## config.mk

```make
export PLATFORM = sky130hd
export DESIGN_NAME = fifo_pair
export DESIGN_NICKNAME = d
export VERILOG_FILES = /design/src/rtl/fifo_pair_pkg.sv /design/src/rtl/byte_ring.sv /design/src/rtl/ready_gate.sv /design/src/rtl/fifo_pair.sv
export SDC_FILE = /design/constraint.sdc
export NUM_CORES = 1
export LEC_CHECK = 0
export BUFFER_PORTS_ARGS = -buffer_cell sky130_fd_sc_hd__buf_2
export CORE_MARGIN = 8
export CORE_UTILIZATION = 55
export CTS_CLUSTER_DIAMETER = 40
export DETAILED_ROUTE_END_ITERATION = 8
export PLACE_DENSITY = 0.84
export SLEW_MARGIN = 10
export SYNTH_ARGS = -nofsm -noshare
export SYNTH_HDL_FRONTEND = slang
export SYNTH_SLANG_ARGS = --single-unit
```

## constraint.sdc

```tcl
create_clock -name clk -period 3.32 [get_ports clk]
set_input_delay 0.166 -clock clk [delete_from_list [all_inputs] [get_ports clk]]
set_output_delay 0.166 -clock clk [all_outputs]
set_load 0.01 [all_outputs]
```

## src/rtl/fifo_pair_pkg.sv

```systemverilog
package fifo_pair_pkg;

    typedef enum logic [1:0] {
        THR_ONE  = 2'd0,
        THR_TWO  = 2'd1,
        THR_FOUR = 2'd2,
        THR_RSVD = 2'd3
    } thr_mode_e;

    typedef struct packed {
        logic      fifo_en;
        thr_mode_e tx_mode;
        thr_mode_e rx_mode;
        logic      locked;
        logic [7:0] rdata;
        logic      tx_ovf;
        logic      tx_unf;
        logic      rx_ovf;
        logic      rx_unf;
    } ctl_t;

endpackage

```

## src/rtl/byte_ring.sv

```systemverilog
module byte_ring #(
    parameter int DEPTH = 16,
    parameter int W     = 8,
    localparam int PW   = (DEPTH > 1) ? $clog2(DEPTH) : 1,
    localparam int LW   = $clog2(DEPTH + 1)
) (
    input  logic          clk,
    input  logic          rst_n,
    input  logic          clr,
    input  logic          cap_one,
    input  logic          push,
    input  logic          pop,
    input  logic [W-1:0]  wdata,
    output logic [W-1:0]  head,
    output logic [LW-1:0] level,
    output logic          push_ok,
    output logic          pop_ok
);

    typedef struct packed {
        logic [PW-1:0] wp;
        logic [PW-1:0] rp;
        logic [LW-1:0] cnt;
    } ring_t;

    ring_t         cur_q, nxt_d;
    logic [W-1:0]  mem_q [DEPTH];
    logic [LW-1:0] cap;

    function automatic logic [PW-1:0] bump(input logic [PW-1:0] p);
        return (p == PW'(DEPTH - 1)) ? '0 : p + PW'(1);
    endfunction

    always_comb begin
        cap     = cap_one ? LW'(1) : LW'(DEPTH);
        pop_ok  = pop && !clr && (cur_q.cnt != '0);
        push_ok = push && !clr && ((cur_q.cnt < cap) || pop_ok);
        nxt_d   = cur_q;
        if (clr) begin
            nxt_d.wp  = '0;
            nxt_d.rp  = '0;
            nxt_d.cnt = '0;
        end else begin
            if (push_ok) nxt_d.wp = bump(cur_q.wp);
            if (pop_ok)  nxt_d.rp = bump(cur_q.rp);
            nxt_d.cnt = cur_q.cnt + LW'(push_ok) - LW'(pop_ok);
        end
    end

    always_ff @(posedge clk or negedge rst_n) begin
        if (!rst_n) cur_q <= '0;
        else        cur_q <= nxt_d;
    end

    always_ff @(posedge clk) begin
        if (push_ok) mem_q[cur_q.wp] <= wdata;
    end

    assign head  = mem_q[cur_q.rp];
    assign level = cur_q.cnt;

    // occupancy never exceeds the capacity of the current mode
    assert_level_bound_R14: assert property (@(posedge clk) disable iff (!rst_n)
        level <= cap);

    // a clear leaves the queue empty
    assert_flush_R9: assert property (@(posedge clk) disable iff (!rst_n)
        clr |=> level == '0);

    // a push into a full queue without a pop leaves the level alone
    assert_no_overflow_R7: assert property (@(posedge clk) disable iff (!rst_n)
        (push && !pop && !clr && level == cap) |=> level == $past(level));

    // a lone accepted push raises the level by one
    assert_push_count_R14: assert property (@(posedge clk) disable iff (!rst_n)
        (push && !pop && !clr && level < cap) |=> level == $past(level) + LW'(1));

endmodule

```

## src/rtl/ready_gate.sv

```systemverilog
module ready_gate
    import fifo_pair_pkg::*;
#(
    parameter int DEPTH = 16,
    parameter bit IS_TX = 1'b1,
    localparam int LW   = $clog2(DEPTH + 1)
) (
    input  thr_mode_e     mode,
    input  logic          fifo_on,
    input  logic [LW-1:0] level,
    output logic          ready
);

    logic [LW-1:0] need;

    always_comb begin
        case (mode)
            THR_TWO:  need = LW'(2);
            THR_FOUR: need = LW'(4);
            default:  need = LW'(1);
        endcase
    end

    generate
        if (IS_TX) begin : g_tx
            logic [LW-1:0] room;
            always_comb begin
                room  = LW'(DEPTH) - level;
                ready = fifo_on ? (room >= need) : (level == '0);
            end
        end else begin : g_rx
            always_comb begin
                ready = fifo_on ? (level >= need) : (level != '0);
            end
        end
    endgenerate

endmodule

```

## src/rtl/fifo_pair.sv

```systemverilog
module fifo_pair
    import fifo_pair_pkg::*;
#(
    parameter int DEPTH = 16,
    localparam int LW   = $clog2(DEPTH + 1)
) (
    input  logic          clk,
    input  logic          rst_n,
    input  logic          cfg_we,
    input  logic [1:0]    cfg_tx_thr,
    input  logic [1:0]    cfg_rx_thr,
    input  logic          cmd_srst,
    input  logic          cmd_fifo_on,
    input  logic          cmd_fifo_off,
    input  logic          cmd_tx_flush,
    input  logic          cmd_rx_flush,
    input  logic          cmd_unlock,
    input  logic          host_wr,
    input  logic [7:0]    host_wdata,
    input  logic          host_rd,
    output logic [7:0]    host_rdata,
    output logic          tx_out_valid,
    output logic [7:0]    tx_out_data,
    input  logic          tx_out_take,
    input  logic          rx_in_push,
    input  logic [7:0]    rx_in_data,
    input  logic          lock_in,
    output logic          tx_locked,
    output logic          tx_ready,
    output logic          rx_ready,
    output logic [LW-1:0] tx_level,
    output logic [LW-1:0] rx_level,
    output logic          fifo_enabled,
    output logic          tx_ovf,
    output logic          tx_unf,
    output logic          rx_ovf,
    output logic          rx_unf
);

    ctl_t ctl_q, ctl_d;

    logic       mode_clr, tx_clr, rx_clr, tx_pop_req;
    logic       tx_push_ok, tx_pop_ok, rx_push_ok, rx_pop_ok;
    logic [7:0] rx_head;

    always_comb begin
        mode_clr   = cmd_srst || cmd_fifo_on || cmd_fifo_off;
        tx_clr     = mode_clr || cmd_tx_flush;
        rx_clr     = mode_clr || cmd_rx_flush;
        tx_pop_req = tx_out_take && !ctl_q.locked;
    end

    byte_ring #(.DEPTH(DEPTH), .W(8)) u_tx_ring (
        .clk     (clk),
        .rst_n   (rst_n),
        .clr     (tx_clr),
        .cap_one (!ctl_q.fifo_en),
        .push    (host_wr),
        .pop     (tx_pop_req),
        .wdata   (host_wdata),
        .head    (tx_out_data),
        .level   (tx_level),
        .push_ok (tx_push_ok),
        .pop_ok  (tx_pop_ok)
    );

    byte_ring #(.DEPTH(DEPTH), .W(8)) u_rx_ring (
        .clk     (clk),
        .rst_n   (rst_n),
        .clr     (rx_clr),
        .cap_one (!ctl_q.fifo_en),
        .push    (rx_in_push),
        .pop     (host_rd),
        .wdata   (rx_in_data),
        .head    (rx_head),
        .level   (rx_level),
        .push_ok (rx_push_ok),
        .pop_ok  (rx_pop_ok)
    );

    ready_gate #(.DEPTH(DEPTH), .IS_TX(1'b1)) u_tx_gate (
        .mode    (ctl_q.tx_mode),
        .fifo_on (ctl_q.fifo_en),
        .level   (tx_level),
        .ready   (tx_ready)
    );

    ready_gate #(.DEPTH(DEPTH), .IS_TX(1'b0)) u_rx_gate (
        .mode    (ctl_q.rx_mode),
        .fifo_on (ctl_q.fifo_en),
        .level   (rx_level),
        .ready   (rx_ready)
    );

    always_comb begin
        ctl_d        = ctl_q;
        ctl_d.tx_ovf = 1'b0;
        ctl_d.tx_unf = 1'b0;
        ctl_d.rx_ovf = 1'b0;
        ctl_d.rx_unf = 1'b0;
        if (cmd_srst) begin
            ctl_d = '0;
        end else begin
            if (cmd_fifo_off)     ctl_d.fifo_en = 1'b0;
            else if (cmd_fifo_on) ctl_d.fifo_en = 1'b1;
            if (cfg_we) begin
                ctl_d.tx_mode = thr_mode_e'(cfg_tx_thr);
                ctl_d.rx_mode = thr_mode_e'(cfg_rx_thr);
            end
            if (lock_in)         ctl_d.locked = 1'b1;
            else if (cmd_unlock) ctl_d.locked = 1'b0;
            if (rx_pop_ok) ctl_d.rdata = rx_head;
            ctl_d.tx_ovf = host_wr    && !tx_clr && !tx_push_ok;
            ctl_d.tx_unf = tx_pop_req && !tx_clr && !tx_pop_ok;
            ctl_d.rx_ovf = rx_in_push && !rx_clr && !rx_push_ok;
            ctl_d.rx_unf = host_rd    && !rx_clr && !rx_pop_ok;
        end
    end

    always_ff @(posedge clk or negedge rst_n) begin
        if (!rst_n) ctl_q <= '0;
        else        ctl_q <= ctl_d;
    end

    assign host_rdata   = ctl_q.rdata;
    assign tx_locked    = ctl_q.locked;
    assign fifo_enabled = ctl_q.fifo_en;
    assign tx_out_valid = (tx_level != '0) && !ctl_q.locked;
    assign tx_ovf       = ctl_q.tx_ovf;
    assign tx_unf       = ctl_q.tx_unf;
    assign rx_ovf       = ctl_q.rx_ovf;
    assign rx_unf       = ctl_q.rx_unf;

    // soft reset restores the idle state one cycle later
    assert_srst_idle_R13: assert property (@(posedge clk) disable iff (!rst_n)
        cmd_srst |=> (!fifo_enabled && !tx_locked && tx_level == '0
                      && rx_level == '0 && host_rdata == 8'h00));

    // a locked queue without writes or clears keeps its occupancy
    assert_lock_hold_R10: assert property (@(posedge clk) disable iff (!rst_n)
        (tx_locked && !lock_in && !cmd_unlock && !host_wr && !tx_clr)
        |=> (tx_level == $past(tx_level) && tx_locked));

    // host_rdata only moves on a read or a soft reset
    assert_rdata_hold_R8: assert property (@(posedge clk) disable iff (!rst_n)
        (!host_rd && !cmd_srst) |=> $stable(host_rdata));

    // a write into a full enabled transmit queue without a take flags overflow
    assert_no_overflow_R7: assert property (@(posedge clk) disable iff (!rst_n)
        (host_wr && !tx_out_take && !tx_clr && fifo_enabled
         && tx_level == LW'(DEPTH)) |=> tx_ovf);

endmodule

```

======== After elaboration in Yosys (flattened, before gate mapping) ========
Memories as Yosys holds them, arrays and structs flattened.
Index checks and enable logic that the tools add are counted.
word-level totals
  output and inout bits ................... 35
  input port bits ......................... 34
  register bits ........................... 44
  memories ................................ 2
  bits in writable memories ............... 256
memory list
  memory           depth  bits a word  read ports  clocked after memory_dff  wr ports  line             text
  u_rx_ring.mem_q  16     8            1           0                         1         byte_ring.sv:27  logic [W-1:0] mem_q [DEPTH];
  u_tx_ring.mem_q  16     8            1           0                         1         byte_ring.sv:27
operators by class
  mux-type cells .......................... 26
  magnitude comparators ................... 4
  eq/ne operators ......................... 8
  add/sub/neg operators ................... 9
  reductions and logical operators ........ 38
operators by type and width
  kind                   count
  $mux W4                9
  $mux W13               2
  $mux W18               1
  $add A4 B1 Y4 const B  4
  $eq A4 B4 Y1 const B   4
  $logic_and A1 B1 Y1    14
  $pmux W3 S2            2
  $reduce_bool A2 Y1     6
  $add A5 B1 Y5          2
  $ge A5 B3 Y1           2
  $lt A5 B5 Y1           2
  $mux W1                10
  $reduce_bool A5 Y1     2
  $sub A5 B1 Y5          2
  $mux W8                1
  $logic_not A1 Y1       7
  $logic_or A1 B1 Y1     6
  $reduce_bool A3 Y1     2
  $logic_not A5 Y1       1
  $mux W5                1
  $sub A5 B5 Y5 const A  1
  $eq A2 B1 Y1 const B   2
  $eq A2 B2 Y1 const B   2

======== Logic depth before layout (Yosys ltp) ========
  depth after elaboration ................. 11
  mapped depth ............................ 14
  mapped depth without buffers ............ 14

======== Hierarchy ========
A second synthesis with hierarchy kept.
unflattened totals
  cell total of the unflattened synthesis .. 726
  area, all modules ....................... 12946.2 um2
by module, submodules not included
  module                   instances  cells each  area an instance (um2)
  byte_ring at u_tx_ring   1          302         5998.3
  byte_ring at u_rx_ring   1          315         5835.6
  fifo_pair                1          69          808.3
  ready_gate at u_tx_gate  1          23          180.2
  ready_gate at u_rx_gate  1          17          123.9

======== Least setup slack after synthesis ========
Ideal clock, no wire load.
  kind .................................... reg-to-reg
  start point ............................. register ctl_q (netlist bit fifo_enabled)
  end point ............................... memory u_rx_ring.mem_q[0][0], enable pin
  buffers on the path ..................... 2
  cell stages (with the launch flop) ...... 9
  data arrival time ....................... 2.860 ns
  setup slack ............................. 0.062 ns
  setup time .............................. 0.398 ns
  cells stage by stage .................... dfrtp_1 > clkbuf_1 > inv_1 > ha_1 > o211a_1 > a211oi_1 > o21ai_1 > clkbuf_1 > nor4b_1
between the ends
  longest elaborated chain between the ends .. 6
RTL lines
  element                        line              text
  start: declaration             fifo_pair.sv:40   ctl_t ctl_q, ctl_d;
  start signal: assignment       fifo_pair.sv:122  else ctl_q <= ctl_d;
  $mux W5                        byte_ring.sv:35   cap = cap_one ? LW'(1) : LW'(DEPTH);
  $lt A5 B5 Y1                   byte_ring.sv:37   push_ok = push && !clr && ((cur_q.cnt < cap) || pop_ok);
  $logic_or A1 B1 Y1             byte_ring.sv:37
  $logic_and A1 B1 Y1            byte_ring.sv:37
  $mux W1                        byte_ring.sv:56   if (push_ok) mem_q[cur_q.wp] <= wdata;
  $mux W1 (not written as such)  byte_ring.sv:56
  end: declaration               byte_ring.sv:27
No other way between the ends.

==> qor.yml <==
period_share: 0.951
synth_area_sq_um: 12900
ys_seq_area_frac: 0.681
rsz0062_at_grt: "no"
synth-seq-cells: 300
grt_max_degree: 45
die_h_um: 169
synth_area_leaders: "edfxtp_1, mux4_2, dfrtp_1"
pin_count: 69
dr.pass1.iters: 5
synth.top_cells.by_count: "edfxtp_1, mux4_2, dfrtp_1"
drt_iter0_markers: 613
yosysMostFrequentCell: "edfxtp_1"
pre_cts_slack_ns: 0.123
htreeDepth: 2
setup_viol_count_final: 0
worst_pin_slew_ns: 1.03
worstPathArrival_ns: 3.57
drive_above_1_share: 0.277
vias: 7123
track_usage: 0.195
required_ns: 3.74
ys.flop_type: "edfxtp_1"
r2r_cells: 12
ys_types: 53
syn_to_final_growth_pct: 16.2
clock_latency_ns: 0.52
grt_pass1_vias: 7430
finalCriticalPeriod_ns: 3.16
cts_tree: "yes"
netlist.area_leader.share: 0.596
grt_overflow: 0
vias_per_cell: 6.01
nets: 917
place_hpwl_um: 17000
final_util: 0.644
clock.fmax_mhz: 317
drc: 0
numClockSinks: 300
antenna_found_initial: 0
r2r_setup_slack_ns: 0.16
yosysWarnings: 0
critPathMaxFanout: 7
syn_inst: 748
syn-num-nets: 826
maxSlewViolCount: 0
status: "complete, no violations"
chipWidth_um: 169
cts.path.max_buffers: 3
diodes: 0
routabilityCongestion: 0.834
skew_ns: 0.0255
slew_headroom: 0.311
synth_edf_count: 256
hold_violations: 0
drv_cap: 0
drt_wl_total_um: 27400
postRouteAntennaNets: 0
synth_largest_area_cell: "edfxtp_1"
worstSetupPathType: "reg2reg"
crit_path_end_kind: "flip-flop"
rr_startpoint: "u_rx_ring.level[3]$_DFF_PN0_"
setup_tns_ns: 0
coreArea_sq_um: 23300
synth-async-reset-ratio: 0.147
routedWlPerCell_um: 23.1
port_buffers: 68
power.density_nw_per_um2: 552
worstHoldPathType: "in2reg"
clockRootBuffer: "clkbuf_16"
dieArea_sq_um: 28600
post-place-cells: 1106
instances_no_fill: 1186
critPathCapture: "u_rx_ring.level[4]$_DFF_PN0_"
numCtsBuffers: 38
grt_pass1_wl_um: 42300
synth.avg_cell_area_sq_um: 17.2
fp-row-count: 56
p_leak_nw: 5.26
start_kind: "flip-flop"
ir_drop_uv: 524
start_util: 0.554
critPathLaunch: "u_rx_ring.level[3]$_DFF_PN0_"
r2r_end: "u_rx_ring.level[4]$_DFF_PN0_"
clk_pin_slew_ns: 0.05
worst_slack_ns: 0.164
## timing repair
action,4_1_cts,5_1_grt
hold endpoints to repair,53,0
resized for setup,0,6
hold buffers,12,0
setup endpoints to repair,0,2
setup buffers,0,0
## cell usage in the layout (no fill, tap or decap), types with 18 or more instances in the layout
cell,netlist,layout
a21oi_1,27,27
mux2i_1,29,29
ha_1,42,41
and3_1,18,18
nor2_1,22,22
clkbuf_16,0,38
dfrtp_1,44,42
inv_1,35,32
edfxtp_1,256,256
mux4_2,64,64
buf_4,19,27
buf_2,10,68
## metrics by stage
step	hold WS (ns)	power, mW	instance area, sq um
after CTS	0.00744	8.33	15000
final	0.0246	8.27	15000
after floorplan	-0.130	4.23	12900
after global placement	0.378	4.31	13600
after detailed placement	0.394	4.32	13600
after global routing	0.0256	8.50	15000
## where the power goes
part / internal (mW) / switching (mW)
combinational: 0.0499 / 0.103
sequential: 4.10 / 0.00449
clock: 2.40 / 1.62
total: 6.55 / 1.72
## worst max-delay path: stages (launching register included)
cell and delay [ns]:
dfrtp_1 0.41, inv_1 0.14, ha_1 0.17, or4b_4 0.51, and2_1 0.23, o21ai_1 0.17, inv_1 0.16, ha_1 0.25
fa_1 0.41, nand2b_1 0.09, a21oi_1 0.07, or3_1 0.31, a21oi_1 0.15
## how the worst min path moves through the flow
stage	start	endpoint	slack [ns]	depth (start not counted)
after floorplan	rst_n	ctl_q[13]$_DFFE_PN0P_	-0.13	0
final	cfg_we	ctl_q[14]$_DFFE_PN0P_	0.02	3
after detailed placement	lock_in	tx_locked$_DFFE_PN0P_	0.39	3
after global routing	host_wdata[3]	u_tx_ring.mem_q[13][3]$_DFFE_PP_	0.03	1
after CTS	cmd_tx_flush	u_tx_ring.level[0]$_DFF_PN0_	0.007	3
after global placement	lock_in	tx_locked$_DFFE_PN0P_	0.38	3
## state kept, by name, indices dropped and copies added (netlist names)
register and flops:
rx_unf 1, tx_unf 1, u_rx_ring.cur_q 8, ctl_q 4, u_tx_ring.level 5, tx_locked 1
rx_ovf 1, u_rx_ring.level 5, host_rdata 8, u_rx_ring.mem_q 128, fifo_enabled 1, u_tx_ring.mem_q 128
tx_ovf 1, u_tx_ring.cur_q 8
## layer usage
| metal | global-route usage | vias to the layer above | part of all wire |
|---|---|---|---|
| li1 | - | 3114 | - |
| met1 | 0.230 | 3652 | 0.38 |
| met2 | 0.341 | 282 | 0.52 |
| met3 | 0.0354 | 75 | 0.059 |
| met4 | 0.0947 | 0 | 0.041 |
| met5 | 0 | - | 0 |
## cell families (layout without fill, tap and decap cells)
| kind of cell | Yosys count | in the layout | share of synthesized area |
|---|---|---|---|
| AO/OA/AOI/OAI | 78 | 78 | 0.0406 |
| AND/OR/NAND/NOR | 135 | 135 | 0.0616 |
| multiplexers | 93 | 93 | 0.134 |
| flip-flops | 300 | 300 | 0.681 |
| adder cells (fa/ha/maj) | 44 | 44 | 0.0438 |
| XOR/XNOR | 7 | 7 | 0.00475 |
| buffers and inverters | 91 | 210 | 0.0336 |
## cell type report
class	instances	area, sq um
inverter	35	131
clock buffer	43	970
tap	319	399
fill	1541	8270
timing repair buffer	107	663
multi-input combinational	357	3740
sequential	300	8790
clock inverter	25	292
(Power assumes the default switching activity.)
